File: src/rtl/prd_pkg.sv
package prd_pkg;
  localparam int WORD_W = 32;
  localparam int WIN_BITS = 16;
  localparam logic [WORD_W-1:0] END_MARK = 32'h8000_0000;
  localparam logic [WORD_W-1:0] HALF_WIN = 32'h0000_8000;

  typedef struct packed {
    logic [WORD_W-1:0] addr;
    logic [WORD_W-1:0] cnt;
  } prd_desc_t;

  typedef enum logic [2:0] {
    ST_TAKE,
    ST_CUT,
    ST_DRAIN,
    ST_CLOSE,
    ST_WAIT
  } seq_state_t;
endpackage

File: src/rtl/prd_piece_gen.sv
// Walks one segment and presents the next window-bounded piece.
module prd_piece_gen #(
  parameter int LEN_W = 32
) (
  input  logic                      clk,
  input  logic                      rst,
  input  logic                      load,
  input  logic [31:0]               load_addr,
  input  logic [LEN_W-1:0]          load_len,
  input  logic                      take,
  output logic                      busy,
  output logic [31:0]               piece_addr,
  output logic [prd_pkg::WIN_BITS:0] piece_len
);
  import prd_pkg::*;

  localparam logic [WIN_BITS:0] WIN_SIZE = {1'b1, {WIN_BITS{1'b0}}};

  logic [31:0]       cur_addr;
  logic [LEN_W-1:0]  rem;
  logic [WIN_BITS:0] room;

  assign room       = WIN_SIZE - {1'b0, cur_addr[WIN_BITS-1:0]};
  assign busy       = (rem != '0);
  assign piece_addr = cur_addr;

  always_comb begin
    if (64'(rem) < 64'(room)) piece_len = rem[WIN_BITS:0];
    else                      piece_len = room;
  end

  always_ff @(posedge clk) begin
    if (rst) begin
      cur_addr <= '0;
      rem      <= '0;
    end else if (load) begin
      cur_addr <= load_addr;
      rem      <= load_len;
    end else if (take) begin
      cur_addr <= cur_addr + 32'(piece_len);
      rem      <= rem - LEN_W'(piece_len);
    end
  end
endmodule

File: src/rtl/prd_count_enc.sv
// Forms the count word of a piece and decides whether it must be halved.
module prd_count_enc (
  input  logic [prd_pkg::WIN_BITS-1:0] len16,
  input  logic                         alt_enc,
  input  logic                         split_full,
  output logic                         halve,
  output logic [prd_pkg::WORD_W-1:0]   cnt_word
);
  import prd_pkg::*;

  logic [WORD_W-1:0] len_ext;
  assign len_ext = {{(WORD_W-WIN_BITS){1'b0}}, len16};

  always_comb begin
    if (alt_enc) begin
      halve    = 1'b0;
      cnt_word = ((len_ext >> 2) - 32'd1) << 16;
    end else if (split_full && (len16 == '0)) begin
      halve    = 1'b1;
      cnt_word = HALF_WIN;
    end else begin
      halve    = 1'b0;
      cnt_word = len_ext;
    end
  end
endmodule

File: src/rtl/prd_hold_stage.sv
// Keeps the newest descriptor back and serialises older ones as two words.
module prd_hold_stage (
  input  logic                       clk,
  input  logic                       rst,
  input  logic                       in_valid,
  output logic                       in_ready,
  input  prd_pkg::prd_desc_t         in_desc,
  input  logic                       flush,
  input  logic                       flush_mark,
  input  logic                       drop,
  output logic                       idle,
  output logic                       out_valid,
  input  logic                       out_ready,
  output logic [prd_pkg::WORD_W-1:0] out_word,
  output logic                       out_is_cnt
);
  import prd_pkg::*;

  prd_desc_t         pend_q;
  logic              pend_v;
  logic [WORD_W-1:0] tail_q;

  assign in_ready = !out_valid;
  assign idle     = !out_valid && !pend_v;

  always_ff @(posedge clk) begin
    if (rst) begin
      pend_q     <= '0;
      pend_v     <= 1'b0;
      tail_q     <= '0;
      out_valid  <= 1'b0;
      out_word   <= '0;
      out_is_cnt <= 1'b0;
    end else begin
      if (out_valid && out_ready) begin
        if (!out_is_cnt) begin
          out_word   <= tail_q;
          out_is_cnt <= 1'b1;
        end else begin
          out_valid  <= 1'b0;
          out_is_cnt <= 1'b0;
        end
      end
      if (drop) begin
        pend_v <= 1'b0;
      end else if (!out_valid) begin
        if (in_valid) begin
          pend_q <= in_desc;
          pend_v <= 1'b1;
          if (pend_v) begin
            out_valid  <= 1'b1;
            out_word   <= pend_q.addr;
            out_is_cnt <= 1'b0;
            tail_q     <= pend_q.cnt;
          end
        end else if (flush && pend_v) begin
          pend_v     <= 1'b0;
          out_valid  <= 1'b1;
          out_word   <= pend_q.addr;
          out_is_cnt <= 1'b0;
          tail_q     <= flush_mark ? (pend_q.cnt | END_MARK) : pend_q.cnt;
        end
      end
    end
  end
endmodule

File: src/rtl/prd_segmenter.sv
module prd_segmenter #(
  parameter int TABLE_DEPTH = 32,
  parameter int LEN_W       = 32,
  localparam int CNT_W      = $clog2(TABLE_DEPTH + 1)
) (
  input  logic             clk,
  input  logic             rst,
  input  logic             cfg_split_full,
  input  logic             cfg_alt_enc,
  input  logic             seg_valid,
  output logic             seg_ready,
  input  logic [31:0]      seg_addr,
  input  logic [LEN_W-1:0] seg_len,
  input  logic             seg_last,
  output logic             prd_valid,
  input  logic             prd_ready,
  output logic [31:0]      prd_word,
  output logic             prd_is_count,
  output logic             done,
  output logic [CNT_W-1:0] done_count,
  output logic             done_fallback
);
  import prd_pkg::*;

  seq_state_t        st;
  logic [CNT_W-1:0]  n_desc;
  logic              fb_q, last_q, half_q;

  logic              gen_busy, gen_load, gen_take;
  logic [31:0]       piece_addr;
  logic [WIN_BITS:0] piece_len;
  logic              enc_halve;
  logic [31:0]       enc_cnt;
  logic              h_in_valid, h_in_ready, h_flush, h_drop, h_idle;
  prd_desc_t         h_desc;
  logic              fits, fits_ok;

  prd_piece_gen #(.LEN_W(LEN_W)) i_piece (
    .clk(clk), .rst(rst), .load(gen_load), .load_addr(seg_addr),
    .load_len(seg_len), .take(gen_take), .busy(gen_busy),
    .piece_addr(piece_addr), .piece_len(piece_len)
  );

  prd_count_enc i_enc (
    .len16(piece_len[WIN_BITS-1:0]), .alt_enc(cfg_alt_enc),
    .split_full(cfg_split_full), .halve(enc_halve), .cnt_word(enc_cnt)
  );

  prd_hold_stage i_hold (
    .clk(clk), .rst(rst), .in_valid(h_in_valid), .in_ready(h_in_ready),
    .in_desc(h_desc), .flush(h_flush), .flush_mark(!cfg_alt_enc),
    .drop(h_drop), .idle(h_idle), .out_valid(prd_valid),
    .out_ready(prd_ready), .out_word(prd_word), .out_is_cnt(prd_is_count)
  );

  assign fits    = (32'(n_desc) + (enc_halve ? 32'd2 : 32'd1)) <= 32'(TABLE_DEPTH);
  assign fits_ok = half_q || fits;

  assign seg_ready  = (st == ST_TAKE) || (st == ST_DRAIN);
  assign gen_load   = (st == ST_TAKE) && seg_valid;
  assign h_in_valid = (st == ST_CUT) && gen_busy && fits_ok && h_in_ready;
  assign gen_take   = h_in_valid && (!enc_halve || half_q);
  assign h_drop     = (st == ST_CUT) && gen_busy && !fits_ok;
  assign h_flush    = (st == ST_CLOSE) && (n_desc != '0) && h_in_ready;

  always_comb begin
    if (half_q) begin
      h_desc.addr = piece_addr + HALF_WIN;
      h_desc.cnt  = HALF_WIN;
    end else begin
      h_desc.addr = piece_addr;
      h_desc.cnt  = enc_cnt;
    end
  end

  always_ff @(posedge clk) begin
    if (rst) begin
      st            <= ST_TAKE;
      n_desc        <= '0;
      fb_q          <= 1'b0;
      last_q        <= 1'b0;
      half_q        <= 1'b0;
      done          <= 1'b0;
      done_count    <= '0;
      done_fallback <= 1'b0;
    end else begin
      done <= 1'b0;
      unique case (st)
        ST_TAKE: begin
          if (seg_valid) begin
            last_q <= seg_last;
            st     <= ST_CUT;
          end
        end
        ST_CUT: begin
          if (!gen_busy) begin
            st <= last_q ? ST_CLOSE : ST_TAKE;
          end else if (!fits_ok) begin
            fb_q   <= 1'b1;
            half_q <= 1'b0;
            st     <= last_q ? ST_WAIT : ST_DRAIN;
          end else if (h_in_ready) begin
            n_desc <= n_desc + 1'b1;
            half_q <= enc_halve && !half_q;
          end
        end
        ST_DRAIN: begin
          if (seg_valid && seg_last) st <= ST_WAIT;
        end
        ST_CLOSE: begin
          if (n_desc == '0) begin
            fb_q <= 1'b1;
            st   <= ST_WAIT;
          end else if (h_in_ready) begin
            st <= ST_WAIT;
          end
        end
        ST_WAIT: begin
          if (h_idle) begin
            done          <= 1'b1;
            done_count    <= fb_q ? '0 : n_desc;
            done_fallback <= fb_q;
            n_desc        <= '0;
            fb_q          <= 1'b0;
            st            <= ST_TAKE;
          end
        end
        default: st <= ST_TAKE;
      endcase
    end
  end
endmodule

File: config.mk
export PLATFORM = sky130hd
export DESIGN_NAME = prd_segmenter
export DESIGN_NICKNAME = d
export VERILOG_FILES = /design/src/rtl/prd_pkg.sv /design/src/rtl/prd_piece_gen.sv /design/src/rtl/prd_count_enc.sv /design/src/rtl/prd_hold_stage.sv /design/src/rtl/prd_segmenter.sv
export SDC_FILE = /design/constraint.sdc
export NUM_CORES = 1
export LEC_CHECK = 0
export BUFFER_PORTS_ARGS = -buffer_cell sky130_fd_sc_hd__buf_2
export CAP_MARGIN = 40
export CELL_PAD_IN_SITES_DETAIL_PLACEMENT = 1
export CELL_PAD_IN_SITES_GLOBAL_PLACEMENT = 2
export CORE_ASPECT_RATIO = 1.5
export CORE_UTILIZATION = 32
export CTS_CLUSTER_DIAMETER = 40
export DETAILED_ROUTE_END_ITERATION = 10
export GPL_TIMING_DRIVEN = 0
export PLACE_DENSITY = 0.86
export SETUP_SLACK_MARGIN = 0.02
export SYNTH_ARGS = -nofsm -noshare
export SYNTH_HDL_FRONTEND = slang
export SYNTH_HIERARCHICAL = 1
export SYNTH_SLANG_ARGS = --single-unit
File: constraint.sdc
create_clock -name clk -period 7.15 [get_ports clk]
set_input_delay 1.43 -clock clk [delete_from_list [all_inputs] [get_ports clk]]
set_output_delay 1.43 -clock clk [all_outputs]
set_load 0.05 [all_outputs]
==> flow_metrics.py <==
metrics = {
    "run_status": {
        "status": "finished with violations",
        "violations": "negative setup slack",
    },
    "final_layout": {
        "fin_cells": 2478,
        "final_area_um2": 17300,
        "drive_gt1_frac": 0.233,
        "regArea_um2": 4330,
        "fin_nets": 2076,
        "diodes": 0,
        "final_cell_mix": "nand2_1, dfxtp_1, a21oi_1",
        "areaGrowthSynthToFinish_pct": 29.8,
        "fillerInstances": 4990,
        "multi_input_area_um2": 8980,
        "layout_commonest_cell": "nand2_1",
    },
    "critical_path": {
        "critical_path.max_stage_delay_ps": 590,
        "cp_slowest_cell": "or4_4",
        "endpoint_kind": "flop",
        "r2r_slack_ps": -430,
        "r2r-end": "i_piece/piece_addr[28]$_SDFFE_PP0P_",
        "critPathLaunchType": "flop",
        "crit_type": "flop to flop",
        "timing.rr.start": "i_piece/piece_addr[0]$_SDFFE_PP0P_",
        "cpMostUsedCell": "buf_6",
        "critical_path_buf_inv_count": 8,
        "crit_cells": 32,
        "cp_top_family": "simple AND/OR/NAND/NOR gates",
        "crit_fanout": 7,
        "crit_end": "i_piece/piece_addr[28]$_SDFFE_PP0P_",
        "startpoint": "i_piece/piece_addr[0]$_SDFFE_PP0P_",
        "reg2regPathDepth": 32,
        "arrival_ps": 8000,
        "required_ps": 7580,
    },
    "timing": {
        "clock_skew_ps": 14.5,
        "timing.fmax_mhz": 132,
        "layout_min_cycle_time_ps": 7580,
        "period_share": 1.06,
        "setup_viol": 156,
        "rsz0062_at_grt": "true",
        "hold_viol_final": 0,
        "final_max_slew_viol_count": 0,
        "setup_ws_ps": -428,
        "worst_pin_slew_ps": 1110,
        "tns_ps": -9430,
        "relSlewSlack": 0.253,
    },
    "placement": {
        "gp_congestion": 0.911,
        "dp_hpwl_mm": 37.3,
        "dpl.cell_count": 2348,
        "placed_cell_area_um2": 14500,
        "port-buffer-count": 113,
        "dp_slack_ps": -1680,
    },
    "floorplanning": {
        "pin_count": 114,
        "core_um2": 41000,
        "die_area_um2": 42400,
        "start_util": 0.324,
        "fp-row-count": 91,
        "die_y_um": 252,
        "fp.dieW_um": 168,
    },
    "yosys": {
        "yosysSeqAreaShare": 0.324,
        "synth_seq_cells": 215,
        "ys_warn_count": 6,
        "yosys.cell_types.count": 85,
        "synth_top_cell_area_share": 0.324,
        "netlist_instances": 1724,
        "async_flop_share": 0,
        "yosysTopAreaCell": "dfxtp_1",
        "syn_nets": 1857,
        "synth.area.top_cells": "dfxtp_1, nand2_1, a21oi_1",
        "syn_area_um2": 13300,
        "syn_area_per_cell_um2": 7.71,
        "synthFlopType": "dfxtp_1",
        "synth_edf_count": 0,
    },
    "global_routing": {
        "track_usage": 0.234,
        "grt_pass1_vias": 14200,
        "antenna_found_initial": 0,
        "grt_pass1_wl_mm": 77.6,
        "grt_max_degree": 14,
        "overflow": 0,
    },
    "route": {
        "post_drt_wl_per_cell_um": 20.7,
        "postRouteAntennaNets": 0,
        "dr.first_iter.drc_count": 652,
        "via_per_inst": 5.48,
        "drt_pass1_iterations": 4,
        "drc": 0,
        "dr_total_vias": 13600,
        "routed_wl_mm": 51.3,
    },
    "clock_tree": {
        "tritoncts": "built",
        "clk_path_buf_depth": 3,
        "path_clk_slew_ps": 60,
        "htree_levels": 2,
        "root_buffer": "clkbuf_16",
        "cts_made_buffers": 34,
        "clock_sinks": 215,
        "insertion_delay_ps": 520,
        "ctsHoldBuffers": 0,
    },
    "pwr": {
        "p_per_area_nw_per_um2": 548,
        "leakage_nw": 6.57,
        "peakVddDrop_mv": 0.202,
    },
    "min_path": {
        "hp-class": "flop to flop",
        "holdPathStages": 2,
    },
    "job": {
        "cap_violations": 0,
    },
}
[registers in the layout, indices dropped and copies added (netlist names), 3 cells and up]
register	flops
i_hold/pend_q	64
i_hold/out_word	32
i_hold/tail_q	32
i_piece/piece_addr	32
i_piece/rem	32
done_count	6
n_desc	6
st	3
[cells by family (layout without fill, tap and decap cells)]
logic type      count (synthesis)  count (layout)  share of synthesized area
compound gates                456             456                      0.216
fa+ha+maj                      62              62                     0.0600
buf+inv                       171             414                     0.0569
flops                         215             215                      0.324
mux                            52              52                     0.0410
simple gates                  697             697                      0.255
xor+xnor                       71              71                     0.0468
[metrics by stage]
stage,hold WS [ps],util,total power (W)
global placement,445,0.354,0.00647
finish,458,0.421,0.00947
floorplan,436,-,0.00526
global route,477,0.421,0.0101
detailed placement,449,0.354,0.00661
CTS,459,0.404,0.00890
[synth_stat cells (all sizes together), types with 18 or more instances]
cell,instances
a211oi,39
a21oi,197
a311oi,41
and3,18
buf,46
clkbuf,74
dfxtp,215
ha,59
inv,50
mux2,20
mux2i,32
nand2,275
nand3,67
nor2,110
nor2b,50
nor3,56
o21ai,80
or3,19
xnor2,39
xor2,32
[what timing repair did]
action / in CTS / in global routing
cloned: 0 / 2
pin swaps: 46 / 67
setup buffers: 43 / 28
gates resized for setup: 147 / 153
setup endpoints to repair: 204 / 195
[cell type report]
cell class / instances / share of cell area
clock buffer: 49 / 0.0573
clock inverter: 11 / 0.0101
inverter: 51 / 0.0115
buffer: 119 / 0.0444
timing repair buffer: 184 / 0.0687
multi-input combinational: 1338 / 0.520
sequential: 215 / 0.251
tap: 511 / 0.0370
[how the worst min path moves through the flow]
stage                                   startpoint                              to  slack [ps]
finish              i_hold/pend_q[47]$_SDFFE_PP0P_  i_hold/pend_q[47]$_SDFFE_PP0P_         460
global placement    i_hold/pend_q[31]$_SDFFE_PP0P_  i_hold/pend_q[31]$_SDFFE_PP0P_         450
CTS                 i_hold/pend_q[46]$_SDFFE_PP0P_  i_hold/pend_q[46]$_SDFFE_PP0P_         460
floorplan           i_hold/pend_q[31]$_SDFFE_PP0P_  i_hold/pend_q[31]$_SDFFE_PP0P_         440
global route        i_hold/pend_q[47]$_SDFFE_PP0P_  i_hold/pend_q[47]$_SDFFE_PP0P_         480
detailed placement  i_hold/pend_q[46]$_SDFFE_PP0P_  i_hold/pend_q[46]$_SDFFE_PP0P_         450
[power by group]
part           internal (W)  switching, W
logic               0.00237       0.00356
clock network       0.00110      0.000602
registers           0.00146      0.000365
total               0.00494       0.00453
[worst reg2reg max path: cells and delay by family (launching register included)]
family	cells	cell delay (ps)
adders and majority gates	3	1090
muxes	1	330
and+or+nand+nor	11	2870
AOI/OAI and AO/OA	8	1650
DFF	1	390
buffers and inverters	8	910
xor gates and xnor gates	1	250
[layer usage]
metal,wire length [um],GRT usage,part of all wire,vias to the layer above
met5,0,0,0,-
met2,26000,0.424,0.51,320
li1,-,-,-,6590
met1,20200,0.255,0.39,6515
met3,1740,0.0306,0.034,145
met4,3350,0.149,0.065,0
(Power assumes the default switching activity.)
